`config.mk`:
```
export PLATFORM = sky130hd
export DESIGN_NAME = pll_chan_div
export DESIGN_NICKNAME = d
export VERILOG_FILES = /design/src/rtl/pll_chan_div_pkg.sv /design/src/rtl/pll_chan_div_gate.sv /design/src/rtl/pll_chan_div_sel.sv /design/src/rtl/pll_chan_div_cnt.sv /design/src/rtl/pll_chan_div.sv
export SDC_FILE = /design/constraint.sdc
export NUM_CORES = 1
export LEC_CHECK = 0
export BUFFER_PORTS_ARGS = -buffer_cell sky130_fd_sc_hd__buf_2
export CORE_MARGIN = 10
export CORE_UTILIZATION = 55
export CTS_CLUSTER_SIZE = 12
export DETAILED_ROUTE_END_ITERATION = 8
export GPL_TIMING_DRIVEN = 0
export PLACE_DENSITY = 0.81
export SLEW_MARGIN = 10
export SYNTH_ARGS = -nofsm -noshare
export SYNTH_HDL_FRONTEND = slang
export SYNTH_SLANG_ARGS = --single-unit
export TNS_END_PERCENT = 1
```
`constraint.sdc`:
```
create_clock -name clk -period 6.6 [get_ports clk]
set_input_delay 0.33 -clock clk [delete_from_list [all_inputs] [get_ports clk]]
set_output_delay 0.33 -clock clk [all_outputs]
set_load 0.02 [all_outputs]
```
`src/rtl/pll_chan_div_pkg.sv`:
```
package pll_chan_div_pkg;

  // Counter width able to hold (2**div_w - 1) * fixed_div.
  function automatic int cnt_width(input int div_w, input int fixed_div);
    return div_w + $clog2(fixed_div + 1);
  endfunction

endpackage

```
`src/rtl/pll_chan_div_gate.sv`:
```
module pll_chan_div_gate #(
  parameter int          WORD_W    = 32,
  parameter logic [31:0] HOLD_MASK = 32'h0000_0001
) (
  input  logic              chan_dis_i,
  input  logic [WORD_W-1:0] pll_word_i,
  output logic              run_o
);
  localparam logic [WORD_W-1:0] MASK_W = WORD_W'(HOLD_MASK);

  logic hold;

  always_comb begin
    hold  = |(pll_word_i & MASK_W);
    run_o = !chan_dis_i && !hold;
  end
endmodule

```
`src/rtl/pll_chan_div_sel.sv`:
```
module pll_chan_div_sel #(
  parameter int DIV_W     = 8,
  parameter int FIXED_DIV = 1,
  parameter int CNT_W     = 9
) (
  input  logic [DIV_W-1:0] field_i,
  output logic [CNT_W-1:0] period_o
);
  logic [DIV_W-1:0] field_eff;

  always_comb begin
    field_eff = (field_i == '0) ? {DIV_W{1'b1}} : field_i;
    period_o  = CNT_W'(field_eff) * CNT_W'(FIXED_DIV);
  end
endmodule

```
`src/rtl/pll_chan_div_cnt.sv`:
```
module pll_chan_div_cnt #(
  parameter int CNT_W = 9
) (
  input  logic             clk,
  input  logic             rst_n,
  input  logic             run_i,
  input  logic [CNT_W-1:0] period_i,
  output logic             clk_o,
  output logic             act_o
);
  logic             act_q, act_n;
  logic [CNT_W-1:0] cnt_q, cnt_n;
  logic [CNT_W-1:0] per_q, per_n;
  logic             clk_q, clk_n;
  logic             last, upd;

  always_comb begin
    act_n = act_q;
    cnt_n = cnt_q;
    per_n = per_q;
    last  = (cnt_q == per_q - 1'b1);
    upd   = act_q || run_i;
    if (!act_q) begin
      if (run_i) begin
        act_n = 1'b1;
        cnt_n = '0;
        per_n = period_i;
      end
    end else if (last) begin
      cnt_n = '0;
      if (run_i) per_n = period_i;
      else       act_n = 1'b0;
    end else begin
      cnt_n = cnt_q + 1'b1;
    end
    clk_n = act_n && (cnt_n < (per_n >> 1));
  end

  always_ff @(posedge clk or negedge rst_n) begin
    if (!rst_n) begin
      act_q <= 1'b0;
      cnt_q <= '0;
      per_q <= '0;
      clk_q <= 1'b0;
    end else if (upd) begin
      act_q <= act_n;
      cnt_q <= cnt_n;
      per_q <= per_n;
      clk_q <= clk_n;
    end
  end

  assign clk_o = clk_q;
  assign act_o = act_q;

  AST_CNT_IN_PERIOD: assert property (@(posedge clk) disable iff (!rst_n)
    act_q |-> (cnt_q < per_q));
  AST_PERIOD_NONZERO: assert property (@(posedge clk) disable iff (!rst_n)
    act_q |-> (per_q != '0));
  AST_PERIOD_HELD: assert property (@(posedge clk) disable iff (!rst_n)
    (act_q && $past(act_q) && cnt_q != '0) |-> $stable(per_q));
  AST_STOP_AT_END: assert property (@(posedge clk) disable iff (!rst_n)
    $fell(act_q) |-> ($past(cnt_q) == $past(per_q) - 1'b1));
endmodule

```
`src/rtl/pll_chan_div.sv`:
```
module pll_chan_div
  import pll_chan_div_pkg::*;
#(
  parameter int          DIV_W     = 8,
  parameter int          FIXED_DIV = 1,
  parameter int          WORD_W    = 32,
  parameter logic [31:0] HOLD_MASK = 32'h0000_0001
) (
  input  logic              clk,
  input  logic              rst_n,
  input  logic [DIV_W-1:0]  div_field,
  input  logic              chan_dis,
  input  logic [WORD_W-1:0] pll_word,
  output logic              div_clk,
  output logic              running
);
  localparam int CNT_W = cnt_width(DIV_W, FIXED_DIV);

  logic             run;
  logic [CNT_W-1:0] period;

  pll_chan_div_gate #(.WORD_W(WORD_W), .HOLD_MASK(HOLD_MASK)) u_gate (
    .chan_dis_i (chan_dis),
    .pll_word_i (pll_word),
    .run_o      (run)
  );

  pll_chan_div_sel #(.DIV_W(DIV_W), .FIXED_DIV(FIXED_DIV), .CNT_W(CNT_W)) u_sel (
    .field_i  (div_field),
    .period_o (period)
  );

  pll_chan_div_cnt #(.CNT_W(CNT_W)) u_cnt (
    .clk      (clk),
    .rst_n    (rst_n),
    .run_i    (run),
    .period_i (period),
    .clk_o    (div_clk),
    .act_o    (running)
  );

  AST_IDLE_LOW: assert property (@(posedge clk) disable iff (!rst_n)
    !running |-> !div_clk);
  AST_NO_START_WHEN_GATED: assert property (@(posedge clk) disable iff (!rst_n)
    (!running && (chan_dis || |(pll_word & WORD_W'(HOLD_MASK)))) |=> !running);
endmodule

```
==> impl_metrics.env <==
export IMPL_outcome="finished, final reports clean"
export IMPL_path_common_cell="a21o_1"
export IMPL_fill_cells=210
export IMPL_finalSetupTns_ns=0
export IMPL_grt_max_degree=21
export IMPL_nNetsFinal=245
export IMPL_core_area_sq_um=2545
export IMPL_vias=1366
export IMPL_finalClockSkew_ns=0.007903
export IMPL_synth_largest_area_cell="dfrtp_1"
export IMPL_yosysSeqAreaShare_pct=33.39
export IMPL_clk_pin_slew_ns=0.12
export IMPL_syn_to_final_growth_pct=9.933
export IMPL_die_area_sq_um=5214
export IMPL_yosys_warnings=0
export IMPL_crit_slowest_cell="nor4b_1"
export IMPL_drtAntennaViolNets=0
export IMPL_arrival_ns=4.81
export IMPL_synthDominantCellAreaShare_pct=33.39
export IMPL_power_w=0.0007175
export IMPL_grt_overflow_total=0
export IMPL_slew_violations=0
export IMPL_grt_usage_pct=13.99
export IMPL_cts_tree="done"
export IMPL_portBuffers=13
export IMPL_pre_cts_slack_ns=2.123
export IMPL_wl_um=3527
export IMPL_setup_violations=0
export IMPL_syn_area_sq_um=1499
export IMPL_drtPass1Iterations=4
export IMPL_maxCapViolCount=0
export IMPL_tightest_slew_ns=0.6152
export IMPL_grt_pass1_wl_um=6058
export IMPL_max_freq_mhz=219.4
export IMPL_relSlewSlack_pct=58.41
export IMPL_post_route_drc_count=0
export IMPL_max_stage_delay_ns=0.55
export IMPL_die_h_um=72.21
export IMPL_seq_area_sq_um=500.5
export IMPL_avgSynthCellArea_sq_um=8.615
export IMPL_start_util_pct=58.90
export IMPL_cts_resized=0
export IMPL_cp_top_family="compound AO/OA/AOI/OAI gates"
export IMPL_cp_buffers_inverters=3
export IMPL_cp_end_kind="flip-flop"
export IMPL_gp_congestion=0.8688
export IMPL_hold_path_class="in -> reg"
export IMPL_async_reset_ff_share_pct=100.0
export IMPL_fin_crit_sh_pct=69.07
export IMPL_clock_path_buffers=2
export IMPL_rsz0062_at_grt="false"
export IMPL_diodes=0
export IMPL_layout_min_cycle_time_ns=4.559
export IMPL_powerDensity_nw_per_um2=435.4
export IMPL_wire_per_inst_um=15.89
export IMPL_yosys_register_bits=20
export IMPL_vias_per_cell=6.153
export IMPL_layout_drive_gt1_share_pct=16.15
export IMPL_worstSetupStartpointType="flip-flop"
export IMPL_synth_edf_count=0
export IMPL_die_w_um=72.21
export IMPL_cts_sinks=20
export IMPL_synth_most_common_cell="o21ai_0"
export IMPL_ys_types=45
export IMPL_synth_common_cells="o21ai_0, dfrtp_1, nor2_1"
export IMPL_std_cell_rows=18
export IMPL_synthFlopType="dfrtp_1"
export IMPL_synth_nets=226
export IMPL_crit_chain="inv_1, ha_1, nor4b_1, xnor2_1, o41a_1, a211oi_2, and2_1, buf_4, buf_6, nor2_1, a31o_1, ha_1, a21o_1, a21o_1, a21o_1, a21oi_1, nor2_1, a211oi_1, o21ai_0, o21ai_2"
export IMPL_cts_buffers=3
export IMPL_cts_root_buf="clkbuf_4"
export IMPL_crit_type="reg -> reg"
export IMPL_crit_fanout=10
export IMPL_antenna_found_initial=0
export IMPL_pin_count=45
export IMPL_setup_ws_ns=2.041
export IMPL_vdd_drop_max_mv=0.3081
export IMPL_hold_viol=0
export IMPL_htree_levels=1
export IMPL_power_leakage_nw=0.7197
export IMPL_hpwl_um=2790
export IMPL_multi_input_area_sq_um=924.6
export IMPL_insertion_delay_ns=0.31
export IMPL_grt_pass1_vias=1339
export IMPL_drt_initial_drc_count=132
export IMPL_ys_top_cells_by_area="dfrtp_1, o21ai_0, ha_1"
export IMPL_required_ns=6.85
export IMPL_synthCells=174
metal layers:
| layer | part of all wire [%] | global-route usage (%) | vias up |
|---|---|---|---|
| met5 | 0 | 0 | - |
| met4 | 2.0 | 6.667 | 0 |
| met3 | 4.0 | 1.905 | 7 |
| met2 | 49 | 23.23 | 33 |
| met1 | 45 | 17.30 | 655 |
| li1 | - | - | 671 |
worst paths after layout:
| check | start | endpoint | slack, ns | depth (start not counted) |
|---|---|---|---|---|
| min reg2reg | u_cnt.clk_o | u_cnt.clk_o | 0.49 | 2 |
| max | u_cnt.per_q[1] | u_cnt.clk_o | 2.04 | 20 |
| max reg2reg | u_cnt.per_q[1] | u_cnt.clk_o | 2.04 | 20 |
| min in group asynchronous | rst_n | u_cnt.cnt_q[4] | 0.49 | 2 |
| min | chan_dis | u_cnt.act_o | 0.22 | 2 |
| max in group asynchronous | rst_n | u_cnt.per_q[3] | 5.80 | 2 |
worst reg2reg max path, stage by stage (launching register included):
cell      delay [ns]
dfrtp_1         0.44
inv_1           0.09
ha_1            0.25
nor4b_1         0.55
xnor2_1         0.16
o41a_1          0.34
a211oi_2        0.45
and2_1          0.21
buf_4           0.18
buf_6           0.15
nor2_1          0.06
a31o_1          0.21
ha_1            0.19
a21o_1          0.18
a21o_1          0.17
a21o_1          0.17
a21oi_1         0.14
nor2_1          0.06
a211oi_1        0.22
o21ai_0         0.16
o21ai_2         0.14
timing repair:
item / CTS / global route
hold buffers: 1 / 0
setup buffers: 0 / 0
hold endpoints to repair: 20 / 0
logic make-up (layout without fill, tap and decap cells):
logic type | Yosys count | count (layout) | share of synthesized area, %
compound gates | 51 | 51 | 22.62
mux | 4 | 4 | 2.921
fa+ha+maj | 9 | 9 | 7.513
buf+inv | 16 | 34 | 4.925
flops | 20 | 20 | 33.39
simple gates | 63 | 63 | 22.20
xor+xnor | 11 | 11 | 6.427
layout by cell type (no fill, tap or decap), types with 3 or more instances in the layout:
cell type,synthesis,layout
or2_2,4,4
nor3_1,3,3
ha_1,9,9
nand2b_1,5,5
and3_1,5,5
dfrtp_1,20,20
nand3_1,4,4
o31ai_1,7,7
clkbuf_4,0,3
nor2_1,19,19
mux2_2,3,3
inv_1,10,10
a21o_1,3,3
buf_2,2,15
xnor2_1,10,10
nand2_1,8,8
o21ai_0,24,24
nor4_1,3,3
metrics by stage:
step                hold slack [ns]  cell area [sq um]  util, %  cells
finish                       0.2228               1648    64.75    222
global route                 0.2437               1648    64.75    222
CTS                          0.2145               1648    64.75    222
detailed placement           0.3052               1602    62.93    217
global placement             0.2969               1602    62.93    217
floorplan                   0.03441               1499        -    174
sequential cells by signal (all words and copies together), names as in the netlist:
signal and flops:
u_cnt.act_o 1, u_cnt.per_q 9, u_cnt.cnt_q 9, u_cnt.clk_o 1
area by class of cell:
cell class	count	share of cell area [%]
clock buffers	4	2.202
inverters	10	2.278
well taps	30	2.278
plain buffers	6	2.202
flip-flops and latches	20	30.37
repair buffers	14	4.556
multi-input cells	138	56.11
power by group:
part	internal (W)	total (W)	leakage (nW)	switching, W
Sequential	0.000170	0.000239	0.248	0.0000689
Combinational	0.000198	0.000406	0.450	0.000207
Clock	0.0000337	0.0000732	0.0210	0.0000394
(Power assumes the default switching activity.)
